`config.mk`:
```
export PLATFORM = sky130hd
export DESIGN_NAME = evt_wait_unit
export DESIGN_NICKNAME = d
export VERILOG_FILES = /design/src/rtl/evw_pkg.sv /design/src/rtl/evw_sync.sv /design/src/rtl/evw_cond.sv /design/src/rtl/evt_wait_unit.sv
export SDC_FILE = /design/constraint.sdc
export NUM_CORES = 1
export LEC_CHECK = 0
export BUFFER_PORTS_ARGS = -buffer_cell sky130_fd_sc_hd__buf_2
export CORE_MARGIN = 1.5
export CORE_UTILIZATION = 45
export CTS_BUF_LIST = sky130_fd_sc_hd__clkbuf_8
export DETAILED_ROUTE_END_ITERATION = 7
export GPL_TIMING_DRIVEN = 0
export PLACE_DENSITY = 0.72
export SYNTH_ARGS = -nofsm -noshare
export SYNTH_HDL_FRONTEND = slang
export SYNTH_HIERARCHICAL = 1
export SYNTH_SLANG_ARGS = --single-unit
```
`constraint.sdc`:
```
create_clock -name clk -period 1.9 [get_ports clk]
set_input_delay 0.57 -clock clk [delete_from_list [all_inputs] [get_ports clk]]
set_output_delay 0.57 -clock clk [all_outputs]
set_load 0.005 [all_outputs]
```
`src/rtl/evw_pkg.sv`:
```
package evw_pkg;
   typedef enum logic [1:0] {
      EVW_TIME   = 2'd0,
      EVW_PIN_EQ = 2'd1,
      EVW_PIN_NE = 2'd2,
      EVW_RSVD   = 2'd3
   } evw_kind_e;
endpackage

```
`src/rtl/evw_sync.sv`:
```
module evw_sync #(
   parameter int W      = 32,
   parameter int STAGES = 2
) (
   input  logic         clk,
   input  logic         rst_n,
   input  logic [W-1:0] d,
   output logic [W-1:0] q
);
   generate
      if (STAGES < 0) begin : g_bad_stages
         $error("evw_sync: STAGES must not be negative");
      end
      if (STAGES == 0) begin : g_bypass
         assign q = d;
      end else begin : g_chain
         logic [W-1:0] stage_q [STAGES];
         always_ff @(posedge clk or negedge rst_n) begin
            if (!rst_n) begin
               for (int i = 0; i < STAGES; i++) stage_q[i] <= '0;
            end else begin
               stage_q[0] <= d;
               for (int i = 1; i < STAGES; i++) stage_q[i] <= stage_q[i-1];
            end
         end
         assign q = stage_q[STAGES-1];
      end
   endgenerate
endmodule

```
`src/rtl/evw_cond.sv`:
```
module evw_cond
   import evw_pkg::*;
#(
   parameter int PIN_W = 32,
   parameter int CNT_W = 32
) (
   input  evw_kind_e        kind,
   input  logic [CNT_W-1:0] target,
   input  logic [PIN_W-1:0] pattern,
   input  logic [PIN_W-1:0] mask,
   input  logic [PIN_W-1:0] pins,
   input  logic [CNT_W-1:0] cnt,
   output logic             hit
);
   logic [PIN_W-1:0] watched;
   logic             pins_same;

   assign watched   = pins & mask;
   assign pins_same = (watched == pattern);

   always_comb begin
      unique case (kind)
         EVW_TIME:   hit = (cnt == target);
         EVW_PIN_EQ: hit = pins_same;
         EVW_PIN_NE: hit = !pins_same;
         default:    hit = 1'b0;
      endcase
   end
endmodule

```
`src/rtl/evt_wait_unit.sv`:
```
module evt_wait_unit
   import evw_pkg::*;
#(
   parameter int PIN_W       = 32,
   parameter int CNT_W       = 32,
   parameter int SYNC_STAGES = 2
) (
   input  logic             clk,
   input  logic             rst_n,
   input  logic             req_valid,
   input  logic [1:0]       req_kind,
   input  logic [CNT_W-1:0] req_target,
   input  logic [PIN_W-1:0] req_pattern,
   input  logic [PIN_W-1:0] req_mask,
   input  logic [PIN_W-1:0] pins_in,
   input  logic [CNT_W-1:0] sys_cnt,
   output logic             busy,
   output logic             done,
   output logic             core_ce
);
   generate
      if (PIN_W < 1 || CNT_W < 1) begin : g_bad_width
         $error("evt_wait_unit: widths must be at least 1");
      end
   endgenerate

   logic [PIN_W-1:0] pins_s;
   logic             busy_q, done_q, hit, accept, fire;
   evw_kind_e        kind_q;
   logic [CNT_W-1:0] target_q;
   logic [PIN_W-1:0] pattern_q, mask_q;

   evw_sync #(.W(PIN_W), .STAGES(SYNC_STAGES)) i_sync (
      .clk   (clk),
      .rst_n (rst_n),
      .d     (pins_in),
      .q     (pins_s)
   );

   evw_cond #(.PIN_W(PIN_W), .CNT_W(CNT_W)) i_cond (
      .kind    (kind_q),
      .target  (target_q),
      .pattern (pattern_q),
      .mask    (mask_q),
      .pins    (pins_s),
      .cnt     (sys_cnt),
      .hit     (hit)
   );

   assign accept = !busy_q && req_valid && (evw_kind_e'(req_kind) != EVW_RSVD);
   assign fire   = busy_q && hit;

   always_ff @(posedge clk or negedge rst_n) begin
      if (!rst_n) begin
         busy_q    <= 1'b0;
         done_q    <= 1'b0;
         kind_q    <= EVW_TIME;
         target_q  <= '0;
         pattern_q <= '0;
         mask_q    <= '0;
      end else begin
         done_q <= fire;
         if (accept) begin
            busy_q    <= 1'b1;
            kind_q    <= evw_kind_e'(req_kind);
            target_q  <= req_target;
            pattern_q <= req_pattern;
            mask_q    <= req_mask;
         end else if (fire) begin
            busy_q <= 1'b0;
         end
      end
   end

   assign busy    = busy_q;
   assign done    = done_q;
   assign core_ce = !busy_q;

   AST_ACCEPT_ARMS: assert property (@(posedge clk) disable iff (!rst_n)
      (!busy && req_valid && req_kind != 2'd3) |=> busy);
   AST_RSVD_IGNORED: assert property (@(posedge clk) disable iff (!rst_n)
      (!busy && req_valid && req_kind == 2'd3) |=> !busy);
   AST_DONE_PULSE: assert property (@(posedge clk) disable iff (!rst_n)
      done |=> !done);
   AST_DONE_RELEASES: assert property (@(posedge clk) disable iff (!rst_n)
      done |-> (!busy && core_ce));
   AST_DONE_FOLLOWS_BUSY: assert property (@(posedge clk) disable iff (!rst_n)
      done |-> $past(busy));
   AST_TIME_EXACT: assert property (@(posedge clk) disable iff (!rst_n)
      (done && kind_q == EVW_TIME) |-> ($past(sys_cnt) == target_q));
   AST_ARGS_HELD: assert property (@(posedge clk) disable iff (!rst_n)
      (busy_q && $past(busy_q)) |-> ($stable(target_q) && $stable(pattern_q)
                                     && $stable(mask_q) && $stable(kind_q)));
endmodule

```
==> flow_metrics.env <==
export IMPL_outcome="complete, but fails checks"
export IMPL_violations="setup timing"
export IMPL_grt_pass1_vias=4403
export IMPL_register_area_mm2=0.00410
export IMPL_muxShareOfSynthArea=0.179
export IMPL_post_route_min_period_ns=1.97
export IMPL_dieArea_mm2=0.0155
export IMPL_max_freq_ghz=0.507
export IMPL_hold_buffers=0
export IMPL_syn_inst=443
export IMPL_drv_cap=0
export IMPL_ioPinCount=168
export IMPL_setup_violations=2
export IMPL_synth_adder_area_share=0
export IMPL_drv_slew=0
export IMPL_crit_path_max_fanout=3
export IMPL_path_class="register to register"
export IMPL_die_h_um=125
export IMPL_drc=0
export IMPL_synth_top_family_by_area="multiplexers"
export IMPL_via_per_inst=4.89
export IMPL_ys_seq_elements=164
export IMPL_crit_chain="a21o_1, a211oi_2, nand4_1, o41a_1, a311oi_2, and2_1"
export IMPL_fill_cells=1217
export IMPL_max_vdd_ir_drop_mv=0.662
export IMPL_path_buf_inv=0
export IMPL_required_ns=2.29
export IMPL_vias=4022
export IMPL_drt_total_wl_um=13500
export IMPL_syn_num_nets=608
export IMPL_clock_latency_ns=0.45
export IMPL_layout_setup_ws_ns=-0.0722
export IMPL_antenna_left=0
export IMPL_wl_per_cell_um=16.4
export IMPL_rsz0062_at_grt="true"
export IMPL_syn_area_per_cell_um2=15.0
export IMPL_antenna_found_initial=0
export IMPL_htreeDepth=4
export IMPL_drtPass1Iterations=4
export IMPL_io_buffers=167
export IMPL_core_area_mm2=0.0145
export IMPL_stdcell_count=822
export IMPL_final_nets=792
export IMPL_p_total_w=0.0110
export IMPL_p_leak_nw=3.92
export IMPL_drt_iter0_markers=141
export IMPL_drive_above_1_share=0.547
export IMPL_pre_cts_ws_ns=-0.341
export IMPL_p_per_area_mw_per_mm2=1350
export IMPL_cp_start_kind="register"
export IMPL_clock_sinks=164
export IMPL_relSlewSlack=0.616
export IMPL_start_util=0.459
export IMPL_hold_class="input port to async pin"
export IMPL_worst_ep_arrival_time_ns=2.36
export IMPL_worst_slew_pin_slew_ns=0.576
export IMPL_place_congestion=0.786
export IMPL_synth_cell_types=27
export IMPL_die_x_um=125
export IMPL_synthSimpleGateAreaFrac=0.0512
export IMPL_grt_pass1_wl_um=21900
export IMPL_crit_slowest_cell="o41a_1"
export IMPL_cts_buffers=17
export IMPL_crit_family="compound AO/OA/AOI/OAI gates"
export IMPL_synth_compound_area_share=0.0606
export IMPL_netlist_area_mm2=0.00665
export IMPL_multi_input_area_mm2=0.00224
export IMPL_rrSetupSlack_ns=-0.07
export IMPL_grt_usage=0.184
export IMPL_synth_xor_area_share=0.0422
export IMPL_cts_tree="built"
export IMPL_cts_root_buf="clkbuf_8"
export IMPL_finClkSkew_ns=0.0164
export IMPL_gr_total_overflow=0
export IMPL_critPathMaxStageDelay_ns=0.45
export IMPL_end_kind="register"
export IMPL_clk_pin_slew_ns=0.08
export IMPL_placedCellCount=795
export IMPL_rows=44
export IMPL_cts_buffer_depth=2
export IMPL_yosysWarnings=6
export IMPL_antenna_cells=0
export IMPL_seq_area_frac_synth=0.617
export IMPL_grt_max_degree=106
export IMPL_hold_violations=0
export IMPL_dp_hpwl_um=9670
export IMPL_tns_ns=-0.129
export IMPL_fin_crit_sh=1.04
export IMPL_area_delta_synth_final_pct=22.1
export IMPL_postLayoutCoreUtil=0.561
==> state kept, by name (all words and copies together), names as in the netlist <==
signal / count
pattern_q: 32
mask_q: 32
target_q: 32
i_sync/q: 32
kind_q: 2
done: 1
busy: 1
i_sync/g_chain.stage_q: 32
==> through the flow <==
step           hold WS, ns  instance area (µm²)
3_5_place_dp         0.335                 7750
6_report            0.0893                 8120
5_1_grt             0.0928                 8120
4_1_cts             0.0775                 8100
2_1_floorplan        0.274                 6650
3_3_place_gp         0.333                 7710
==> power breakdown <==
| group | internal (W) | switching [W] |
|---|---|---|
| combinational | 0.00206 | 0.00114 |
| sequential | 0.00465 | 0.000803 |
| clock | 0.00111 | 0.00120 |
| total | 0.00782 | 0.00314 |
==> per-layer routing <==
layer / vias to the layer above / share of wire / GRT usage / routed length, µm
met2: 126 / 0.48 / 0.299 / 6490
met5: - / 0 / 0 / 0
met4: 0 / 0.019 / 0.0649 / 251
li1: 1907 / - / - / -
met3: 22 / 0.057 / 0.0627 / 769
met1: 1967 / 0.44 / 0.230 / 5960
==> worst reg2reg max path: stages (launching register included) <==
cell and delay (ns):
dfrtp_1 0.41, a21o_1 0.17, a211oi_2 0.26, nand4_1 0.22, o41a_1 0.45, a311oi_2 0.24, and2_1 0.17
==> final cells by class <==
class,count,share of cell area
Tap cell,184,0.0284
Multi-Input combinational cell,235,0.277
Buffer,34,0.0319
Clock inverter,10,0.0105
Timing Repair Buffer,174,0.113
Sequential cell,164,0.506
Clock buffer,20,0.0339
Inverter,1,0.000462
==> worst paths after layout <==
kind | from | endpoint | cells past startpoint
hold reg to reg | i_sync/g_chain.stage_q[42] | i_sync/q[10] | 0
setup reg to reg | pattern_q[22] | done | 6
setup / recovery | pattern_q[22] | done | 6
max in group asynchronous | rst_n | pattern_q[28] | 2
hold / removal | rst_n | i_sync/q[9] | 1
min in group clk | pins_in[1] | i_sync/g_chain.stage_q[33] | 1
==> layout by cell type, fill, tap and decap left out, types with 2 or more instances in the layout <==
cell type,instances
a21o_1,9
nor4_1,2
a21boi_0,8
xnor2_1,32
dfrtp_1,164
buf_4,29
a21oi_1,16
buf_6,6
a211oi_2,8
and3b_1,6
nand4_1,12
mux2_4,29
clkbuf_8,20
mux2_2,67
o22a_1,10
buf_2,172
nor2_1,4
inv_1,2
clkinvlp_4,3
and3_1,12
clkinv_2,4
nand3_1,8
and3_2,4
and3b_2,2
==> logic make-up (layout without fill, tap and decap cells) <==
| kind of cell | Yosys count | count (layout) |
|---|---|---|
| AO/OA/AOI/OAI | 55 | 55 |
| XOR/XNOR | 32 | 32 |
| buffers and inverters | 44 | 239 |
| flip-flops | 164 | 164 |
| multiplexers | 96 | 96 |
| AND/OR/NAND/NOR | 52 | 52 |
==> synthesized netlist by cell type <==
cell type  number  area (µm²)
buf_2           6        30.0
buf_4          32         240
inv_1           1        3.75
buf_6           5        56.3
nand3_1         8        40.0
a211oi_1        6        45.0
o22a_1         10        87.6
a311oi_1        1        8.76
and3b_1         6        52.6
o41a_1          1        11.3
and3_2          4        30.0
nand4_1        12        75.1
and3b_2         2        20.0
nor4_1          2        12.5
nor2_1          4        15.0
a21o_1          9        67.6
nand2b_4        1        13.8
a211oi_2        3        37.5
a21oi_1        16        80.1
and2_1          1        6.26
xnor2_1        32         280
and3_1         12        75.1
mux2_2         67         754
a21boi_0        8        60.1
o21ai_0         1        5.00
mux2_4         29         435
dfrtp_1       164        4100
==> timing repair <==
action,in CTS,in global routing
endpoints found under the setup margin,2,2
pin swaps,19,5
gates resized for setup,6,1
gates cloned,0,0
setup buffers,3,3
(Power assumes the default switching activity.)
